$ cat config.mk
export PLATFORM = sky130hd
export DESIGN_NAME = i2c_tgt_addr_match
export DESIGN_NICKNAME = d
export VERILOG_FILES = /design/src/rtl/i2c_amatch_pkg.sv /design/src/rtl/i2c_amatch_own.sv /design/src/rtl/i2c_amatch_alt.sv /design/src/rtl/i2c_amatch_fixed.sv /design/src/rtl/i2c_tgt_addr_match.sv
export SDC_FILE = /design/constraint.sdc
export NUM_CORES = 1
export LEC_CHECK = 0
export BUFFER_PORTS_ARGS = -buffer_cell sky130_fd_sc_hd__buf_2
export CAP_MARGIN = 20
export CORE_MARGIN = 10
export CORE_UTILIZATION = 42
export CTS_BUF_LIST = sky130_fd_sc_hd__clkbuf_4 sky130_fd_sc_hd__clkbuf_8
export DETAILED_ROUTE_END_ITERATION = 16
export GPL_ROUTABILITY_DRIVEN = 0
export PLACE_DENSITY = 0.78
export SLEW_MARGIN = 25
export SYNTH_ARGS = -nofsm -noshare
export SYNTH_HDL_FRONTEND = slang
export SYNTH_SLANG_ARGS = --single-unit
$ cat constraint.sdc
create_clock -name clk -period 1.7 [get_ports clk]
set_clock_uncertainty 0.1 [all_clocks]
set_input_delay 0.17 -clock clk [delete_from_list [all_inputs] [get_ports clk]]
set_output_delay 0.17 -clock clk [all_outputs]
set_load 0.01 [all_outputs]
$ cat src/rtl/i2c_amatch_pkg.sv
package i2c_amatch_pkg;

    localparam int OWN_W    = 10;
    localparam int SHORT_W  = 7;
    localparam int BYTE_W   = 8;
    localparam int PFX_W    = 5;
    localparam int HI_W     = OWN_W - BYTE_W;
    localparam int PAD_W    = OWN_W - SHORT_W;
    localparam int NUM_FIX  = 3;

    localparam logic [PFX_W-1:0]   TEN_PREFIX  = 5'b11110;
    localparam logic [SHORT_W-1:0] GCALL_ADDR  = 7'h00;
    localparam logic [SHORT_W-1:0] SMB_DEV     = 7'h61;
    localparam logic [SHORT_W-1:0] SMB_ALERT   = 7'h0C;

    // Reset values expected of the configuration register owner
    localparam logic OWN_EN_RST = 1'b1;
    localparam logic ALT_EN_RST = 1'b0;

    typedef enum logic [2:0] {
        SRC_NONE  = 3'd0,
        SRC_OWN   = 3'd1,
        SRC_ALT   = 3'd2,
        SRC_GCALL = 3'd3,
        SRC_DEV   = 3'd4,
        SRC_ALERT = 3'd5
    } src_e;

    typedef struct packed {
        logic             hit;
        logic [OWN_W-1:0] addr;
    } own_res_t;

    typedef struct packed {
        src_e             src;
        logic [OWN_W-1:0] addr;
    } result_t;

    // Fixed address table, index order is also priority order
    function automatic logic [SHORT_W-1:0] fixed_addr(input int idx);
        case (idx)
            0:       return GCALL_ADDR;
            1:       return SMB_DEV;
            default: return SMB_ALERT;
        endcase
    endfunction

    function automatic src_e fixed_src(input int idx);
        case (idx)
            0:       return SRC_GCALL;
            1:       return SRC_DEV;
            default: return SRC_ALERT;
        endcase
    endfunction

    function automatic logic [OWN_W-1:0] widen(input logic [SHORT_W-1:0] a);
        return {{PAD_W{1'b0}}, a};
    endfunction

endpackage

$ cat src/rtl/i2c_amatch_own.sv
module i2c_amatch_own
    import i2c_amatch_pkg::*;
(
    input  logic [BYTE_W-1:0] rx_first,
    input  logic [BYTE_W-1:0] rx_second,
    input  logic [OWN_W-1:0]  own_addr,
    input  logic              ten_bit,
    input  logic              enable,
    output own_res_t          res
);
    logic [SHORT_W-1:0] in7;
    logic               short_hit;
    logic               pfx_ok;
    logic               hi_ok;
    logic               lo_ok;
    logic               long_hit;

    assign in7       = rx_first[BYTE_W-1:1];
    assign short_hit = (in7 == own_addr[SHORT_W-1:0]);
    assign pfx_ok    = (rx_first[BYTE_W-1 -: PFX_W] == TEN_PREFIX);
    assign hi_ok     = (rx_first[HI_W:1] == own_addr[OWN_W-1 -: HI_W]);
    assign lo_ok     = (rx_second == own_addr[BYTE_W-1:0]);
    assign long_hit  = pfx_ok & hi_ok & lo_ok;

    always_comb begin
        res.hit  = enable & (ten_bit ? long_hit : short_hit);
        res.addr = ten_bit ? own_addr : widen(in7);
    end
endmodule

$ cat src/rtl/i2c_amatch_alt.sv
module i2c_amatch_alt
    import i2c_amatch_pkg::*;
(
    input  logic [SHORT_W-1:0] in7,
    input  logic [SHORT_W-1:0] alt_addr,
    input  logic [SHORT_W-1:0] alt_mask,
    input  logic               enable,
    output logic               hit
);
    logic [SHORT_W-1:0] bit_ok;

    for (genvar i = 0; i < SHORT_W; i++) begin : g_bit
        assign bit_ok[i] = alt_mask[i] | (in7[i] ~^ alt_addr[i]);
    end

    assign hit = enable & (&bit_ok);
endmodule

$ cat src/rtl/i2c_amatch_fixed.sv
module i2c_amatch_fixed
    import i2c_amatch_pkg::*;
#(
    parameter int NUM = NUM_FIX
) (
    input  logic [SHORT_W-1:0] in7,
    input  logic [NUM-1:0]     enables,
    output logic [NUM-1:0]     hits
);
    for (genvar k = 0; k < NUM; k++) begin : g_fix
        localparam logic [SHORT_W-1:0] CONST_ADDR = fixed_addr(k);
        assign hits[k] = enables[k] & (in7 == CONST_ADDR);
    end
endmodule

$ cat src/rtl/i2c_tgt_addr_match.sv
module i2c_tgt_addr_match
    import i2c_amatch_pkg::*;
(
    input  logic               clk,
    input  logic               rst,
    input  logic               cmp_strobe,
    input  logic [BYTE_W-1:0]  rx_first,
    input  logic [BYTE_W-1:0]  rx_second,
    input  logic [OWN_W-1:0]   own_addr,
    input  logic               own_ten_bit,
    input  logic               own_en,
    input  logic [SHORT_W-1:0] alt_addr,
    input  logic [SHORT_W-1:0] alt_mask,
    input  logic               alt_en,
    input  logic               gcall_en,
    input  logic               smb_dev_en,
    input  logic               smb_alert_en,
    output logic               match,
    output logic               ack,
    output logic [OWN_W-1:0]   match_addr,
    output logic               alt_hit,
    output logic               gcall_hit
);
    logic [SHORT_W-1:0] in7;
    logic               unused_rw;
    own_res_t           own_res;
    logic               alt_raw;
    logic [NUM_FIX-1:0] fix_en;
    logic [NUM_FIX-1:0] fix_hits;
    result_t            pick;
    result_t            held_q;
    logic               ack_q;
    logic               all_off;

    assign in7       = rx_first[BYTE_W-1:1];
    assign unused_rw = rx_first[0];
    assign fix_en    = {smb_alert_en, smb_dev_en, gcall_en};
    assign all_off   = ~(own_en | alt_en | gcall_en | smb_dev_en | smb_alert_en);

    i2c_amatch_own u_own (
        .rx_first  (rx_first),
        .rx_second (rx_second),
        .own_addr  (own_addr),
        .ten_bit   (own_ten_bit),
        .enable    (own_en),
        .res       (own_res)
    );

    i2c_amatch_alt u_alt (
        .in7      (in7),
        .alt_addr (alt_addr),
        .alt_mask (alt_mask),
        .enable   (alt_en),
        .hit      (alt_raw)
    );

    i2c_amatch_fixed #(.NUM(NUM_FIX)) u_fix (
        .in7     (in7),
        .enables (fix_en),
        .hits    (fix_hits)
    );

    // Priority: primary, secondary, then fixed table in index order
    always_comb begin
        pick.src  = SRC_NONE;
        pick.addr = '0;
        for (int k = NUM_FIX - 1; k >= 0; k--) begin
            if (fix_hits[k]) begin
                pick.src  = fixed_src(k);
                pick.addr = widen(in7);
            end
        end
        if (alt_raw) begin
            pick.src  = SRC_ALT;
            pick.addr = widen(in7);
        end
        if (own_res.hit) begin
            pick.src  = SRC_OWN;
            pick.addr = own_res.addr;
        end
    end

    always_ff @(posedge clk) begin
        if (rst) begin
            held_q.src  <= SRC_NONE;
            held_q.addr <= '0;
            ack_q       <= 1'b0;
        end else begin
            ack_q <= cmp_strobe & (pick.src != SRC_NONE);
            if (cmp_strobe) begin
                held_q <= pick;
            end
        end
    end

    assign match      = (held_q.src != SRC_NONE);
    assign ack        = ack_q;
    assign match_addr = held_q.addr;
    assign alt_hit    = (held_q.src == SRC_ALT);
    assign gcall_hit  = (held_q.src == SRC_GCALL);


    ack_needs_strobe_chk: assert property (@(posedge clk) disable iff (rst)
        ack |-> $past(cmp_strobe));


    ack_with_match_chk: assert property (@(posedge clk) disable iff (rst)
        ack |-> match);


    all_off_silent_chk: assert property (@(posedge clk) disable iff (rst)
        (cmp_strobe && all_off) |=> (!match && !ack));


    hold_between_chk: assert property (@(posedge clk) disable iff (rst)
        !cmp_strobe |=> ($stable(match_addr) && $stable(match) && $stable(alt_hit)));


    flags_exclusive_chk: assert property (@(posedge clk) disable iff (rst)
        $onehot0({alt_hit, gcall_hit}));


    gcall_addr_chk: assert property (@(posedge clk) disable iff (rst)
        gcall_hit |-> (match_addr == widen(GCALL_ADDR)));


    ten_bit_prefix_chk: assert property (@(posedge clk) disable iff (rst)
        (cmp_strobe && own_en && own_ten_bit && rx_first[7:3] != TEN_PREFIX
         && !alt_en && !gcall_en && !smb_dev_en && !smb_alert_en) |=> !match);
endmodule

==> flow_summary_export.csv <==
group,metric,value,unit
synth,synth.area.top_cells,"dfxtp_1 (23%), xor2_1 (11%), buf_4 (7.4%)",
placed_design,portBuffers,61,
cts,clock_path_buffers,2,
cts,cts_resized,0,
setup_path,critPathMaxFanout,6,
pwr,leakage,0.688,nW
route,ant_nets,0,
pwr,pwr-share-clk,0.304,
sta,hold_violations,0,
sta,setup_violations,0,
synth,synth_cell_types,39,
pwr,internal-power,0.573,mW
setup_path,cpPeakStageDelay,0.29,ns
sta,post-route-period-util,0.845,
setup_path,critPathArrivalTime,1.54,ns
floorplanning,fp.dieArea,5430,sq um
setup_path,worstSetupPathType,"input pin to register",
synth,synth_edf_count,0,
sta,worstMarginPinSlew,0.442,ns
grt,grt_use_total,0.122,
grt,met1_usage,0.135,
cts,cts-root-buf,"clkbuf_4",
route,vias,1159,
setup_path,cpMostUsedCell,"nand2_1",
worst_hold_path,hold_class,"input pin to register",
cts,cts_made_buffers,3,
cts,clk_pin_slew,0.09,ns
pwr,p_sw,0.236,mW
synth,syn_nets,187,
route,first_pass_iters,4,
synth,syn_avg_cell_area,8.78,sq um
grt,antenna_found_initial,0,
pwr,p_seq_frac,0.417,
synth,synth-seq-area-share,0.231,
pwr,switching_share,0.292,
grt,grt.overflow.total,0,
synth,synth_seq_cells,14,
route,drt_iter0_drc,60,
setup_path,slowest_stage,"nor4_1",
floorplanning,die_h,73.7,um
sta,rsz0062_at_grt,"false",
synth,synth_warnings,0,
setup_path,path_cells,"buf_2, buf_4, xor2_1, nor4_1, nand4_1, nand2_1, nand2_1, a311oi_1",
route,drc_errors,0,
floorplanning,num_rows,19,
sta,slew_viol_final,0,
sta,min_period,1.44,ns
grt,grt_pass1_vias,1195,
cts,cts_tree,"built",
grt,met2_usage,0.206,
cts,h-tree-depth,1,
grt,grt_first_pass_wirelength,5430,um
grt,grt_max_degree,15,
floorplanning,initial_core_util,0.439,
cts,numClockSinks,14,
floorplanning,io_pins,63,
sta,slew_headroom,0.705,
layout,antenna_cells,0,
layout,area_delta_synth_final,24.9,%
sta,timing.fmax,0.696,GHz
layout,final_common_cell,"buf_2",
cts,cts_setup_buffers,0,
pwr,power.density,535,nW/um^2
synth,syn_area,1210,sq um
grt,grt.busiest_layer,"met2",
pwr,max-vdd-ir-drop,392,uV
floorplanning,coreArea,2760,sq um
grt,grtUsageMet3,0.0552,
cts,cts_hold_buf,0,
setup_path,required,1.80,ns
setup_path,end_kind,"register",
route,via_per_inst,5.15,
synth,async_reset_ff_frac,0,
outcome,outcome,"finished, final reports clean",
placed_design,dp_slack,-0.0313,ns
layout,postLayoutCellArea,1510,sq um
layout,final_layout_size_suffix_gt1_frac,0.464,
cts,clock_latency,0.28,ns
synth,synth_cells,138,
synth,synth_top_area_cell,"dfxtp_1",
layout,most-common-layout-cells,"buf_2 (61), xor2_1 (15), dfxtp_1 (14)",
pwr,p_comb_frac,0.279,
sta,setup_ws,0.264,ns
layout,nNetsFinal,244,
floorplanning,dieWidth,73.7,um
run,cap_violations,0,
route,wl,3290,um
placed_design,hpwl,2890,um
setup_path,worstSetupStartpointType,"input pin",
route,wl_per_cell,14.6,um
synth,ys.flop_type,"dfxtp_1",
placed_design,place_area,1480,sq um
synth,yosysTopAreaCellShare,0.231,
## registers in the layout, indices dropped and copies added, names as in the netlist
signal and flops:
ack 1, held_q 3, match_addr 10
## cell usage after synthesis (all sizes together), types with 3 or more instances
library cell / count
a21oi: 5
a22oi: 6
buf: 16
dfxtp: 14
inv: 6
nand2: 4
nand2b: 7
nand3: 6
nor2: 8
nor3b: 3
nor4: 7
o21ai: 7
o22ai: 3
xnor2: 9
xor2: 15
## cells by family (layout without fill, tap and decap cells)
group / count (synthesis) / after routing / share of synthesized area
AOI/OAI and AO/OA: 30 / 30 / 0.204
xor gates and xnor gates: 24 / 24 / 0.174
buffers and inverters: 23 / 79 / 0.133
DFF: 14 / 14 / 0.231
muxes: 1 / 1 / 0.00930
and+or+nand+nor: 46 / 46 / 0.249
## path summary, 6_finish.rpt
| kind | from | endpoint | slack [ns] | cells after the start |
|---|---|---|---|---|
| min reg2reg | match_addr[7] | match_addr[7] | 0.37 | 2 |
| min | own_addr[5] | match_addr[5] | 0.05 | 3 |
| max | rx_first[7] | match_addr[6] | 0.26 | 8 |
| max reg2reg | held_q[10] | held_q[10] | 0.87 | 2 |
## power groups by stage
stage / registers, mW / logic [mW] / clock network, mW
2_1_floorplan: 0.344 / 0.139 / 0
3_3_place_gp: 0.344 / 0.224 / 0
3_5_place_dp: 0.345 / 0.227 / 0
4_1_cts: 0.337 / 0.228 / 0.254
5_1_grt: 0.338 / 0.251 / 0.268
6_report: 0.337 / 0.226 / 0.246
## routing by layer
metal  up-vias  wire [um]
met5         -          0
met4         0         26
met3         5        302
met2        38       1590
met1       518       1370
li1        598          -
## layout make-up
class	instances	area, sq um
Timing Repair Buffer	69	365
Sequential cell	14	280
Tap cell	31	38.8
Clock buffer	4	36.3
Inverter	6	22.5
Fill cell	270	1240
Multi-Input combinational cell	101	769
## through the flow
step | TNS, ns | std cells | utilization | total power [mW] | hold slack, ns
6_report | 0 | 225 | 0.549 | 0.809 | 0.0517
5_1_grt | 0 | 225 | 0.549 | 0.857 | 0.0515
4_1_cts | 0 | 225 | 0.549 | 0.819 | 0.0473
3_5_place_dp | -0.142 | 221 | 0.535 | 0.572 | 0.353
3_3_place_gp | -0.0639 | 221 | 0.535 | 0.568 | 0.352
2_1_floorplan | 0 | 138 | - | 0.483 | 0.206
## critical path, delay by kind of cell
family | cells | cell delay (ns)
xor gates and xnor gates | 1 | 0.17
AOI/OAI and AO/OA | 1 | 0.24
and+or+nand+nor | 4 | 0.71
buffers and inverters | 2 | 0.25
(Power assumes the default switching activity.)
